==> config.mk <==
export PLATFORM = sky130hd
export DESIGN_NAME = credit_flow_ctrl
export DESIGN_NICKNAME = d
export VERILOG_FILES = /design/src/rtl/cfc_pkg.sv /design/src/rtl/cfc_ret_decode.sv /design/src/rtl/cfc_vna_pool.sv /design/src/rtl/cfc_esc_cnt.sv /design/src/rtl/cfc_alloc.sv /design/src/rtl/credit_flow_ctrl.sv
export SDC_FILE = /design/constraint.sdc
export NUM_CORES = 1
export LEC_CHECK = 0
export ABC_AREA = 1
export BUFFER_PORTS_ARGS = -buffer_cell sky130_fd_sc_hd__buf_2
export CORE_MARGIN = 5
export CORE_UTILIZATION = 54
export DETAILED_ROUTE_END_ITERATION = 8
export PLACE_DENSITY = 0.79
export SYNTH_ARGS = -nofsm -noshare
export SYNTH_HDL_FRONTEND = slang
export SYNTH_SLANG_ARGS = --single-unit
==> constraint.sdc <==
create_clock -name clk -period 3.4 [get_ports clk]
set_clock_uncertainty 0.15 [all_clocks]
set_input_delay 0.51 -clock clk [delete_from_list [all_inputs] [get_ports clk]]
set_output_delay 0.51 -clock clk [all_outputs]
set_load 0.005 [all_outputs]
==> src/rtl/cfc_pkg.sv <==
package cfc_pkg;

  typedef enum logic [1:0] {
    NET_SHARED = 2'd0,
    NET_ESC0   = 2'd1,
    NET_ESC1   = 2'd2
  } net_e;

  typedef enum logic [2:0] {
    RET_NONE   = 3'd0,
    RET_POOL2  = 3'd1,
    RET_POOL8  = 3'd2,
    RET_POOL16 = 3'd3,
    RET_ESC0   = 3'd4,
    RET_ESC1   = 3'd5
  } ret_e;

  localparam int unsigned ADD_W = 5;

endpackage

==> src/rtl/cfc_ret_decode.sv <==
module cfc_ret_decode #(
  parameter int unsigned NUM_CLS = 6
) (
  input  logic                            ret_valid,
  input  logic [2:0]                      ret_code,
  input  logic [2:0]                      ret_class,
  output logic [cfc_pkg::ADD_W-1:0]       pool_add,
  output logic [1:0][NUM_CLS-1:0]         esc_inc
);
  import cfc_pkg::*;

  logic cls_ok;

  always_comb begin
    cls_ok   = (32'(ret_class) < NUM_CLS);
    pool_add = '0;
    esc_inc  = '0;
    if (ret_valid) begin
      case (ret_code)
        RET_POOL2:  pool_add = ADD_W'(2);
        RET_POOL8:  pool_add = ADD_W'(8);
        RET_POOL16: pool_add = ADD_W'(16);
        default:    pool_add = '0;
      endcase
      for (int c = 0; c < NUM_CLS; c++) begin
        if (cls_ok && (32'(ret_class) == c)) begin
          esc_inc[0][c] = (ret_code == RET_ESC0);
          esc_inc[1][c] = (ret_code == RET_ESC1);
        end
      end
    end
  end

endmodule

==> src/rtl/cfc_vna_pool.sv <==
module cfc_vna_pool #(
  parameter int unsigned VNA_MAX = 64,
  parameter int unsigned LEN_W   = 4,
  localparam int unsigned VNA_W  = $clog2(VNA_MAX + 1)
) (
  input  logic                        clk,
  input  logic                        rst_n,
  input  logic                        take_en,
  input  logic [LEN_W-1:0]            take_len,
  input  logic [cfc_pkg::ADD_W-1:0]   add_amt,
  output logic [VNA_W-1:0]            cnt,
  output logic                        ovf
);
  import cfc_pkg::*;

  localparam int unsigned SUM_W = $clog2(VNA_MAX + (1 << ADD_W) + 1);

  logic [SUM_W-1:0] sum;
  logic [VNA_W-1:0] cnt_nxt;
  logic             cnt_en;

  always_comb begin
    sum     = SUM_W'(cnt) + SUM_W'(add_amt)
              - (take_en ? SUM_W'(take_len) : SUM_W'(0));
    ovf     = 1'b0;
    cnt_nxt = sum[VNA_W-1:0];
    if (sum > SUM_W'(VNA_MAX)) begin
      cnt_nxt = VNA_W'(VNA_MAX);
      ovf     = 1'b1;
    end
    cnt_en  = take_en || (add_amt != '0);
  end

  always_ff @(posedge clk or negedge rst_n) begin
    if (!rst_n) begin
      cnt <= '0;
    end else if (cnt_en) begin
      cnt <= cnt_nxt;
    end
  end


  pool_no_overflow_chk: assert property (@(posedge clk) disable iff (!rst_n)
    32'(cnt) <= VNA_MAX);


  pool_take_chk: assert property (@(posedge clk) disable iff (!rst_n)
    (take_en && add_amt == '0) |=> (cnt == $past(cnt) - VNA_W'($past(take_len))));


  pool_fill_chk: assert property (@(posedge clk) disable iff (!rst_n)
    (!take_en && add_amt != '0 && (32'(cnt) + 32'(add_amt) <= VNA_MAX))
      |=> (cnt == $past(cnt) + VNA_W'($past(add_amt))));

endmodule

==> src/rtl/cfc_esc_cnt.sv <==
module cfc_esc_cnt #(
  parameter int unsigned ESC_MAX = 3,
  localparam int unsigned ESC_W  = $clog2(ESC_MAX + 1)
) (
  input  logic clk,
  input  logic rst_n,
  input  logic inc,
  input  logic dec,
  output logic avail,
  output logic ovf
);

  logic [ESC_W-1:0] cnt;
  logic [ESC_W-1:0] cnt_nxt;
  logic             cnt_en;

  always_comb begin
    cnt_nxt = cnt;
    ovf     = 1'b0;
    case ({inc, dec})
      2'b10: begin
        if (32'(cnt) == ESC_MAX) ovf = 1'b1;
        else                     cnt_nxt = cnt + ESC_W'(1);
      end
      2'b01:   cnt_nxt = cnt - ESC_W'(1);
      default: cnt_nxt = cnt;
    endcase
    cnt_en = inc ^ dec;
    avail  = (cnt != '0);
  end

  always_ff @(posedge clk or negedge rst_n) begin
    if (!rst_n) begin
      cnt <= '0;
    end else if (cnt_en) begin
      cnt <= cnt_nxt;
    end
  end


  esc_no_overflow_chk: assert property (@(posedge clk) disable iff (!rst_n)
    32'(cnt) <= ESC_MAX);


  esc_dec_needs_credit_chk: assert property (@(posedge clk) disable iff (!rst_n)
    dec |-> (cnt != '0));


  esc_net_zero_chk: assert property (@(posedge clk) disable iff (!rst_n)
    (inc && dec) |=> $stable(cnt));

endmodule

==> src/rtl/cfc_alloc.sv <==
module cfc_alloc #(
  parameter int unsigned NUM_CLS = 6,
  parameter int unsigned LEN_W   = 4,
  parameter int unsigned VNA_W   = 7
) (
  input  logic                    clk,
  input  logic                    rst_n,
  input  logic                    req_valid,
  input  logic [2:0]              req_class,
  input  logic [LEN_W-1:0]        req_len,
  input  logic                    req_esc,
  input  logic [VNA_W-1:0]        pool_cnt,
  input  logic [1:0][NUM_CLS-1:0] esc_avail,
  output logic                    grant,
  output cfc_pkg::net_e           grant_net,
  output logic                    pool_take,
  output logic [1:0][NUM_CLS-1:0] esc_dec
);
  import cfc_pkg::*;

  logic req_ok;
  logic pool_ok;
  logic esc_hit;

  always_comb begin
    req_ok  = req_valid && (32'(req_class) < NUM_CLS) && (req_len != '0);
    pool_ok = (32'(pool_cnt) >= 32'(req_len));
    esc_hit = 1'b0;
    for (int c = 0; c < NUM_CLS; c++) begin
      if (32'(req_class) == c) esc_hit = esc_avail[req_esc][c];
    end

    grant     = 1'b0;
    grant_net = NET_SHARED;
    pool_take = 1'b0;
    esc_dec   = '0;
    if (req_ok) begin
      if (pool_ok) begin
        grant     = 1'b1;
        pool_take = 1'b1;
      end else if (esc_hit) begin
        grant     = 1'b1;
        grant_net = req_esc ? NET_ESC1 : NET_ESC0;
        for (int c = 0; c < NUM_CLS; c++) begin
          if (32'(req_class) == c) esc_dec[req_esc][c] = 1'b1;
        end
      end
    end
  end


  alloc_pool_cover_chk: assert property (@(posedge clk) disable iff (!rst_n)
    (grant && grant_net == NET_SHARED) |-> (32'(pool_cnt) >= 32'(req_len)));


  alloc_fallback_only_chk: assert property (@(posedge clk) disable iff (!rst_n)
    (grant && grant_net != NET_SHARED) |-> (32'(pool_cnt) < 32'(req_len)));


  alloc_legal_req_chk: assert property (@(posedge clk) disable iff (!rst_n)
    grant |-> (req_len != '0 && req_class < 3'd6));


  alloc_one_dec_chk: assert property (@(posedge clk) disable iff (!rst_n)
    $countones(esc_dec) <= 1);

endmodule

==> src/rtl/credit_flow_ctrl.sv <==
module credit_flow_ctrl #(
  parameter int unsigned NUM_CLS = 6,
  parameter int unsigned LEN_W   = 4,
  parameter int unsigned VNA_MAX = 64,
  parameter int unsigned ESC_MAX = 3
) (
  input  logic                         clk,
  input  logic                         rst_n,
  input  logic                         req_valid,
  input  logic [2:0]                   req_class,
  input  logic [LEN_W-1:0]             req_len,
  input  logic                         req_esc,
  output logic                         grant,
  output logic [1:0]                   grant_net,
  output logic                         idle_flit,
  input  logic                         ret_valid,
  input  logic [2:0]                   ret_code,
  input  logic [2:0]                   ret_class,
  output logic [$clog2(VNA_MAX+1)-1:0] vna_count,
  output logic                         err_ovf
);
  import cfc_pkg::*;

  localparam int unsigned VNA_W = $clog2(VNA_MAX + 1);

  logic [ADD_W-1:0]        pool_add;
  logic [1:0][NUM_CLS-1:0] esc_inc;
  logic [1:0][NUM_CLS-1:0] esc_dec;
  logic [1:0][NUM_CLS-1:0] esc_avail;
  logic [1:0][NUM_CLS-1:0] esc_ovf;
  logic                    pool_take;
  logic                    pool_ovf;
  net_e                    net_sel;
  logic                    err_nxt;
  logic                    err_en;

  cfc_ret_decode #(.NUM_CLS(NUM_CLS)) u_dec (
    .ret_valid (ret_valid),
    .ret_code  (ret_code),
    .ret_class (ret_class),
    .pool_add  (pool_add),
    .esc_inc   (esc_inc)
  );

  cfc_alloc #(.NUM_CLS(NUM_CLS), .LEN_W(LEN_W), .VNA_W(VNA_W)) u_alloc (
    .clk       (clk),
    .rst_n     (rst_n),
    .req_valid (req_valid),
    .req_class (req_class),
    .req_len   (req_len),
    .req_esc   (req_esc),
    .pool_cnt  (vna_count),
    .esc_avail (esc_avail),
    .grant     (grant),
    .grant_net (net_sel),
    .pool_take (pool_take),
    .esc_dec   (esc_dec)
  );

  cfc_vna_pool #(.VNA_MAX(VNA_MAX), .LEN_W(LEN_W)) u_pool (
    .clk      (clk),
    .rst_n    (rst_n),
    .take_en  (pool_take),
    .take_len (req_len),
    .add_amt  (pool_add),
    .cnt      (vna_count),
    .ovf      (pool_ovf)
  );

  for (genvar n = 0; n < 2; n++) begin : g_net
    for (genvar c = 0; c < NUM_CLS; c++) begin : g_cls
      cfc_esc_cnt #(.ESC_MAX(ESC_MAX)) u_esc (
        .clk   (clk),
        .rst_n (rst_n),
        .inc   (esc_inc[n][c]),
        .dec   (esc_dec[n][c]),
        .avail (esc_avail[n][c]),
        .ovf   (esc_ovf[n][c])
      );
    end
  end

  always_comb begin
    grant_net = net_sel;
    idle_flit = !grant;
    err_en    = pool_ovf || (esc_ovf != '0);
    err_nxt   = 1'b1;
  end

  always_ff @(posedge clk or negedge rst_n) begin
    if (!rst_n) begin
      err_ovf <= 1'b0;
    end else if (err_en) begin
      err_ovf <= err_nxt;
    end
  end


  err_sticky_chk: assert property (@(posedge clk) disable iff (!rst_n)
    err_ovf |=> err_ovf);


  idle_vs_grant_chk: assert property (@(posedge clk) disable iff (!rst_n)
    $onehot({idle_flit, grant}));


  grant_net_legal_chk: assert property (@(posedge clk) disable iff (!rst_n)
    grant |-> (grant_net != 2'd3));

endmodule

== Word-level counts from Yosys, hierarchy flattened ==
Index checks and enable logic that the tools add are counted.

* Word-level logic and storage cells: 298
* Bits in registers: 32
* Output and inout bits: 12
* Input bits: 18

* Multiplexer cells: 119
* Add/sub/neg operators: 26
* Reductions and logical operators: 53
* Order comparisons: 6
* Bitwise logic cells: 17
* Equality and inequality tests: 63

{| class="wikitable"
|+ Operators by type and width
! cell !! number
|-
| 12-bit 2-to-1 mux || 25
|-
| 12-bit bitwise OR || 5
|-
| 1-bit 2-to-1 mux || 49
|-
| 2-bit == test, second input constant || 24
|-
| 2-bit case mux with 2 select lines || 12
|-
| 2-bit nonzero test || 24
|-
| 6-bit demux with 1-bit select || 6
|-
| 3-bit AND reduction || 12
|-
| 2-bit 2-to-1 mux || 17
|-
| 2-bit by 1-bit adder with 2-bit output, second input constant || 12
|-
| 2-bit by 1-bit == test with 1-bit output, second input constant || 12
|-
| 2-bit != test, second input constant || 12
|-
| 2-bit by 1-bit subtractor with 2-bit output, second input constant || 12
|-
| 3-bit by 2-bit == test with 1-bit output, second input constant || 6
|-
| 3-bit == test, second input constant || 6
|-
| 6-bit 2-to-1 mux || 3
|-
| 5-bit case mux with 3 select lines || 1
|-
| 12-bit nonzero test || 1
|-
| 1-bit bitwise XOR || 12
|-
| 5-bit 2-to-1 mux || 2
|-
| 3-bit by 1-bit == test with 1-bit output, second input constant || 3
|-
| 1-bit logical AND || 9
|-
| 4-bit 2-to-1 mux || 2
|-
| 7-bit by 5-bit adder with 7-bit output || 1
|-
| 13 further kinds || 16
|}

== Longest topological paths before layout ==
Gate-level depths: netlist of run 1.

* Depth in word-level cells: 41
* Gate-level depth with buffers: 22
* Gate-level depth less buffers: 22

== Hierarchy ==
From an unflattened synthesis of run 1, not the netlist that was laid out.

* Cell total of the unflattened synthesis: 532
* Area total of the unflattened synthesis: 3175.5 um^2

{| class="wikitable"
|+ By module, submodules not included
! module !! times used !! sequential area each (um^2) !! cells each !! area an instance (um^2)
|-
| cfc_esc_cnt || 12 || 50.0 || 21 || 130.1
|-
| cfc_vna_pool || 1 || 175.2 || 129 || 883.3
|-
| cfc_alloc || 1 || 0.0 || 100 || 485.5
|-
| cfc_ret_decode || 1 || 0.0 || 36 || 165.2
|-
| credit_flow_ctrl || 1 || 25.0 || 15 || 80.1
|}

== Least setup slack after synthesis of run 1 ==
OpenSTA, ideal clock, no wires.

* Path kind: input to register
* From: input req_len[2]
* To: register err_ovf
* Setup time: 125 ps
* Arrival time: 3602 ps
* Stages: 21
* Setup slack: -477 ps
* Required time: 3125 ps
* Path buffers: 0
* Path through: inv_1 -> ha_1 -> nand2_1 -> nor3_1 -> nand3_1 -> nor2_4 -> nand3b_1 -> nand2_1 -> nor2_1 -> fa_1 -> inv_1 -> ha_1 -> inv_1 -> fa_1 -> o21ai_0 -> xnor2_1 -> nand3_1 -> a21oi_1 -> nand3_1 -> nor2_1 -> nand3_1

* Word-level cells in the longest chain between the ends: 8
* Elaborated cells on any way between the ends: 37
* Those cells by class: add/sub (1); order compare (2); eq/ne (12); mux (18); reduce/logical (4)

{| class="wikitable"
|+ RTL lines
! what !! line !! source
|-
| start: declaration || credit_flow_ctrl.sv:11 || <nowiki>input logic [LEN_W-1:0] req_len,</nowiki>
|-
| 7-bit by 4-bit >= comparator with 1-bit output or 4-bit nonzero test (tied branches) || cfc_alloc.sv:27, cfc_alloc.sv:26 ||
|-
| 1-bit 2-to-1 mux or 1-bit logical AND (tied branches) || cfc_alloc.sv:38, cfc_alloc.sv:26 ||
|-
| 1-bit 2-to-1 mux || cfc_alloc.sv:37 || <nowiki>if (req_ok) begin</nowiki>
|-
| 4-bit 2-to-1 mux || cfc_vna_pool.sv:24 || <nowiki>- (take_en ? SUM_W'(take_len) : SUM_W'(0));</nowiki>
|-
| 7-bit subtractor || cfc_vna_pool.sv:24 ||
|-
| 7-bit greater-than comparator || cfc_vna_pool.sv:27 || <nowiki>if (sum > SUM_W'(VNA_MAX)) begin</nowiki>
|-
| 1-bit 2-to-1 mux || cfc_vna_pool.sv:27 ||
|-
| 1-bit logical OR * || credit_flow_ctrl.sv:86 || <nowiki>err_en = pool_ovf || (esc_ovf != '0);</nowiki>
|-
| end signal: assignment || credit_flow_ctrl.sv:94 || <nowiki>err_ovf <= err_nxt;</nowiki>
|-
| end: declaration || credit_flow_ctrl.sv:20 || <nowiki>output logic err_ovf</nowiki>
|}

Every way passes the cells marked *; elsewhere a longest branch is shown, timed or not.
A chain may end at the register's enable or synchronous reset.

== Worst setup path in the final report of run 1 ==
* From: register u_pool.cnt[2]
* To: register err_ovf

* Word-level cells in the longest chain between the ends: 8
* Elaborated cells on any way between the ends: 36
* Those cells by class: add/sub (2); order compare (2); eq/ne (12); mux (18); reduce/logical (2)

{| class="wikitable"
|+ RTL lines
! what !! line !! source
|-
| start: declaration || cfc_vna_pool.sv:11 || <nowiki>output logic [VNA_W-1:0] cnt,</nowiki>
|-
| start signal: assignment || cfc_vna_pool.sv:38 || <nowiki>cnt <= cnt_nxt;</nowiki>
|-
| 7-bit by 4-bit >= comparator with 1-bit output || cfc_alloc.sv:27 || <nowiki>pool_ok = (32'(pool_cnt) >= 32'(req_len));</nowiki>
|-
| 1-bit 2-to-1 mux || cfc_alloc.sv:38 || <nowiki>if (pool_ok) begin</nowiki>
|-
| 1-bit 2-to-1 mux || cfc_alloc.sv:37 ||
|-
| 4-bit 2-to-1 mux || cfc_vna_pool.sv:24 ||
|-
| 7-bit subtractor || cfc_vna_pool.sv:24 ||
|-
| 7-bit greater-than comparator || cfc_vna_pool.sv:27 ||
|-
| 1-bit 2-to-1 mux || cfc_vna_pool.sv:27 ||
|-
| 1-bit logical OR * || credit_flow_ctrl.sv:86 ||
|}

Marks and branches as above.

==> results of run 1 <==
## worst paths after layout
check                      cells after the start                            from                             end  slack [ns]
setup / recovery                              20                   u_pool.cnt[2]                         err_ovf       -0.46
hold reg to reg                                1  g_net[0].g_cls[5].u_esc.cnt[0]  g_net[0].g_cls[5].u_esc.cnt[0]        0.38
max in group asynchronous                      1                           rst_n                   u_pool.cnt[3]        2.48
min in group clk                               1  g_net[0].g_cls[5].u_esc.cnt[0]  g_net[0].g_cls[5].u_esc.cnt[0]        0.38
hold / removal                                 1                           rst_n                   u_pool.cnt[0]        0.13
setup reg to reg                              20                   u_pool.cnt[2]                         err_ovf       -0.46
## cell families (layout without fill, tap and decap cells)
| kind of cell | Yosys count | after routing | share of synthesized area (%) |
|---|---|---|---|
| xor+xnor | 14 | 14 | 4.49 |
| simple gates | 215 | 215 | 38.6 |
| compound gates | 38 | 38 | 8.02 |
| fa+ha+maj | 17 | 17 | 8.62 |
| flops | 32 | 32 | 29.3 |
| buf+inv | 72 | 140 | 10.9 |
## cell type report
type	count	area (um2)
Multi-Input combinational cell	284	1790
Sequential cell	32	801
Inverter	69	284
Timing Repair Buffer	63	400
Clock buffer	8	90.1
Fill cell	392	1370
Tap cell	67	83.8
## metal layers
layer	share of wire [%]	track usage, %
met1	43	29.7
met2	51	41.3
met3	4.9	4.21
met4	1.5	8.11
met5	0	0
## Yosys cell counts (2+ instances only)
cell type  number
nor3_1         12
nand4_2         2
dfrtp_1        32
ha_1           14
nand4_4         3
fa_1            3
inv_2           3
o21ai_1         5
o22ai_1         6
nand4_1         6
inv_1          66
xor2_1         11
nor3_2          3
or2_0           2
a21oi_1         8
o31ai_1         3
clkbuf_8        2
nand3_1        46
o21ai_0        13
or2_1           7
nor2_1         47
nand3b_1        4
nand2_1        79
xnor2_1         3
## flip-flops by register name, summed over array words and instances, names as in the netlist
name,flops
err_ovf,1
g_net.g_cls.u_esc.cnt,24
u_pool.cnt,7
## stage by stage
stage	utilization, %	instance area (um2)	total power [mW]	cells
floorplan	-	2800	1.38	388
global placement	66.3	3190	1.78	508
detailed placement	66.3	3190	1.82	508
CTS	69.2	3330	2.19	519
global route	71.6	3450	2.65	523
finish	71.6	3450	2.47	523
## what timing repair did
action | CTS | global route
pin swaps | 12 | 10
buffers inserted | 3 | 4
setup endpoints to repair | 8 | 8
resized for setup | 5 | 18
## cell usage in the layout (no fill, tap or decap), types with 2 or more instances in the layout
master / count
clkbuf_1: 2
inv_1: 61
nand2_1: 74
o31ai_1: 3
inv_12: 2
nand2_2: 5
nand4_4: 3
nand4_1: 6
fa_1: 2
o21ai_0: 11
o21ai_1: 5
o22ai_2: 3
clkbuf_8: 6
nor2_4: 3
xor2_1: 10
nor3_1: 11
nand4_2: 2
nand3_1: 44
ha_1: 9
a21oi_1: 6
ha_4: 4
or2_0: 2
nor2_1: 45
buf_4: 34
o22ai_1: 3
nand3_2: 3
xnor2_2: 2
nand3b_1: 4
inv_2: 6
dfrtp_1: 32
a21oi_2: 3
nor3_2: 4
or2_1: 7
buf_2: 29
## power by group
part	leakage (nW)	switching, mW	internal (mW)
clock network	0.0455	0.146	0.165
logic	1.37	0.795	0.698
registers	0.401	0.149	0.514
total	1.82	1.09	1.38
==> flow_summary.ini, run 1 <==
[logic_synthesis]
synth_top_area_share_pct = 29.3
postSynthAreaPerCell_um2 = 7.03
ys_ff_latch = 32
ys.flop_type = dfrtp_1
syn_inst = 388
yosysSeqAreaShare_pct = 29.3
synth_area_leaders = dfrtp_1, nand2_1, inv_1
synth.largest_area_cell = dfrtp_1
syn_nets = 423
synth_edf_count = 0
synthArstFlopShare_pct = 100
synth_cell_types = 32
synth_warnings = 0
synthesis.area_um2 = 2730

[setup_path]
slowest_stage = fa_2
arrival_ns = 3.88
worstSetupEndpointType = flip-flop
critical-path-top-delay-family = adder cells
cp_common_cell = nand3_1
criticalPathCategory = flip-flop to flip-flop
cp-start-kind = flip-flop
path_buf_inv = 2
worstPathRequired_ns = 3.42
critPathMaxFanout = 3
crit_path_max_incr_delay_ns = 0.56
path_cells = ha_4 -> nand2_2 -> nor3_2 -> nand3_1 -> nor2_4 -> nand3b_1 -> nand2_2 -> nor2_4 -> fa_1 -> inv_1 -> ha_2 -> inv_2 -> fa_2 -> nand3_2 -> nor2_1 -> nand3_1 -> a21oi_1 -> nand3_1 -> nor2_1 -> nand3_1

[clocking]
cts_buffer_depth = 2
clk_pin_slew_ns = 0.07
cts_hold_buf = 0
cts_sinks = 32
cts_buffers = 5
cts_htree_levels = 2
clkLatencyLatePin_ns = 0.29
cts_tree = built
root_buffer = clkbuf_8

[place]
numPortBuffers = 29
dpl.hpwl_um = 5410
gp_congestion = 0.895
place_worst_setup_slack_ns = -0.578

[timing]
slew_headroom_pct = 50.3
worst_pin_slew_ns = 0.746
whs_ns = 0.127
rsz0062_at_grt = true
setup_ws_ns = -0.456
post-route-period-util_pct = 113
fmax_ghz = 0.259
finalHoldViolCount = 0
finalSetupTns_ns = -2.51
period_minus_slack_ns = 3.86
maxSlewViolCount = 0
setup_viol = 8

[status]
violations = negative setup slack
status = finished with violations

[power]
p_leak_nw = 1.82
ir_worst_vdd_mv = 0.363
cellPowerDensity_nw_per_um2 = 715

[routing]
wl_per_cell_um = 14.0
drc = 0
route.vias.total = 2843
firstDrtPassIters = 5
vias_per_cell = 5.44
wirelength_um = 7340
postRouteAntennaNets = 0
drt_iter0_drc = 273

[floorplan]
io_pins = 30
die_area_um2 = 6570
fp.dieH_um = 81.1
fp-row-count = 25
core_um2 = 4820
initial_utilization_pct = 56.6
die_w_um = 81.1

[finish]
finalNetCount = 490
area_growth_pct = 26.5
drive_gt1_share_pct = 25.7
antenna_cells = 0

[global_routing]
grt_pass1_vias = 2660
grt_max_degree = 33
grt_overflow = 0
grt_pass1_wl_um = 12000
grt_antenna_before_repair = 0
grt_use_total_pct = 23.8

[run]
drv_cap = 0

[hold_path]
worstHoldPathType = input pin to asynchronous set/reset pin
No activity file was read; power rests on OpenSTA's default activity.
==> run 2: changes to the inputs <==
--- a/config.mk
+++ b/config.mk
@@ -7,8 +7,10 @@
 export LEC_CHECK = 0
 export ABC_AREA = 1
 export BUFFER_PORTS_ARGS = -buffer_cell sky130_fd_sc_hd__buf_2
+export CELL_PAD_IN_SITES_DETAIL_PLACEMENT = 0
+export CELL_PAD_IN_SITES_GLOBAL_PLACEMENT = 1
 export CORE_MARGIN = 5
-export CORE_UTILIZATION = 54
+export CORE_UTILIZATION = 39
 export DETAILED_ROUTE_END_ITERATION = 8
 export PLACE_DENSITY = 0.79
 export SYNTH_ARGS = -nofsm -noshare
==> flow_summary.ini, run 2 (synthesis results as in run 1) <==
[finish]
finalNetCount = 488
top_register = g_net.g_cls.u_esc.cnt
drive_gt1_share_pct = 24.1
largest_register_ffs = 24
layout_common_cells = nand2_1, inv_1, nor2_1, nand3_1, dfrtp_1
fill_cells = 700
utilization_pct = 50.8
biggestRegsByFlops = g_net.g_cls.u_esc.cnt: 24 flops, u_pool.cnt: 7 flops, err_ovf: 1 flops
layout.cells.most_common = nand2_1
antenna_cells = 0
area_growth_pct = 26.4
stdcell_area_um2 = 3450
finalNonFillerCells = 549

[routing]
vias_per_cell = 4.96
wirelength_um = 7120
postRouteAntennaNets = 0
firstDrtPassIters = 4
drt_iter0_drc = 103
route.vias.total = 2725
drc = 0
wl_per_cell_um = 13.0

[clocking]
root_buffer = clkbuf_8
cts_buffers = 5
cts_sinks = 32
cts_tree = built
cts_htree_levels = 2
clkLatencyLatePin_ns = 0.29
clk_pin_slew_ns = 0.07
cts_hold_buf = 0
cts_buffer_depth = 2

[timing]
finalHoldViolCount = 0
setup_viol = 8
finalSetupTns_ns = -1.30
post-route-period-util_pct = 107
whs_ns = 0.145
fmax_ghz = 0.276
rsz0062_at_grt = true
period_minus_slack_ns = 3.63
setup_ws_ns = -0.229
slew_headroom_pct = 48.4
maxSlewViolCount = 0
worst_pin_slew_ns = 0.774

[setup_path]
reg2reg_slack_ns = -0.23
criticalPathCategory = flip-flop to flip-flop
r2r_start = u_pool.cnt[2]
slowest_stage = dfrtp_1
critPathMaxFanout = 3
cp-startpoint = u_pool.cnt[2]
r2r_cells = 20
timing.rr.end = err_ovf
worstSetupEndpointType = flip-flop
path_cells = ha_4 -> nand2_4 -> nor3_4 -> nand3_2 -> nor2_4 -> nand3b_1 -> nand2_2 -> nor2_4 -> fa_1 -> inv_2 -> ha_4 -> inv_2 -> fa_2 -> o21ai_1 -> xnor2_1 -> nand3_1 -> a21oi_1 -> nand3_1 -> nor2_1 -> nand3_1
crit_path_max_incr_delay_ns = 0.42
cp-start-kind = flip-flop
arrival_ns = 3.65
cp_common_cell = nand3_1
worstPathRequired_ns = 3.42

[power]
p_seq_share_pct = 28.5
ir_worst_vdd_mv = 0.274
swShare_pct = 42.7
p_leak_nw = 1.81
power_mw = 2.32
clkPwrFrac_pct = 14.2
p_switching_uw = 991
combPwrFrac_pct = 57.3
intPower_mw = 1.33
cellPowerDensity_nw_per_um2 = 672

[floorplan]
die_w_um = 93.7
initial_utilization_pct = 40.2
die_area_um2 = 8770
fp-row-count = 30
fp.dieH_um = 93.7
io_pins = 30
core_um2 = 6790

[place]
gp_congestion = 0.839
place_worst_setup_slack_ns = -0.604
placed_cells = 538
dpl.hpwl_um = 5690
dpl_cell_area_um2 = 3240
numPortBuffers = 29

[global_routing]
grt_antenna_before_repair = 0
grt_pass1_vias = 2620
grt_max_degree = 33
grt_pass1_wl_um = 12100
grt_use_total_pct = 17.4
grt_overflow = 0

[run]
drv_cap = 0

[status]
violations = negative setup slack
status = finished with violations

[hold_path]
worstHoldPathType = input pin to asynchronous set/reset pin
-- run 2: timing repair --
item                       in CTS  in global routing
setup endpoints to repair       8                  8
pin swaps                      13                 16
gates resized for setup         8                 12
gates cloned                    0                  0
hold endpoints to repair        0                  0
setup buffers                   3                  1
-- run 2: worst max-delay path by stage --
stage	end	slack [ns]	depth (start not counted)
after floorplan	err_ovf	-0.32	21
after global placement	err_ovf	-0.51	22
after detailed placement	err_ovf	-0.60	22
after CTS	err_ovf	-0.23	20
after global routing	err_ovf	-0.45	20
final	err_ovf	-0.23	20
-- run 2: power by group through the flow --
stage	combinational, mW	sequential (mW)	clock, mW
5_1_grt	1.48	0.686	0.355
2_1_floorplan	0.741	0.643	0
6_report	1.33	0.661	0.329
4_1_cts	1.23	0.657	0.342
3_3_place_gp	1.15	0.659	0
3_5_place_dp	1.16	0.665	0
-- run 2: critical path: cells and delay by family (launching register included) --
family                     cells  cell delay, ns
adders and majority gates      4            1.18
and+or+nand+nor               11            1.16
DFF                            1            0.42
AOI/OAI and AO/OA              2            0.33
xor gates and xnor gates       1            0.16
buffers and inverters          2            0.11
-- run 2: layout make-up --
cell class              instances  area, um2  area share [%]
well taps                      96        120            3.48
clock buffers                   7       96.3            2.79
inverters                      69        284            8.23
multi-input cells             284       1760            51.0
flip-flops and latches         32        801            23.2
repair buffers                 61        389            11.3
-- run 2: routing by layer --
layer  vias up  GRT usage, %  routed length, um
met5         -             0                  0
met4         0          5.90                127
met3        11          3.77                291
met2        46          28.5               3380
met1      1286          22.7               3320
li1       1382             -                  -
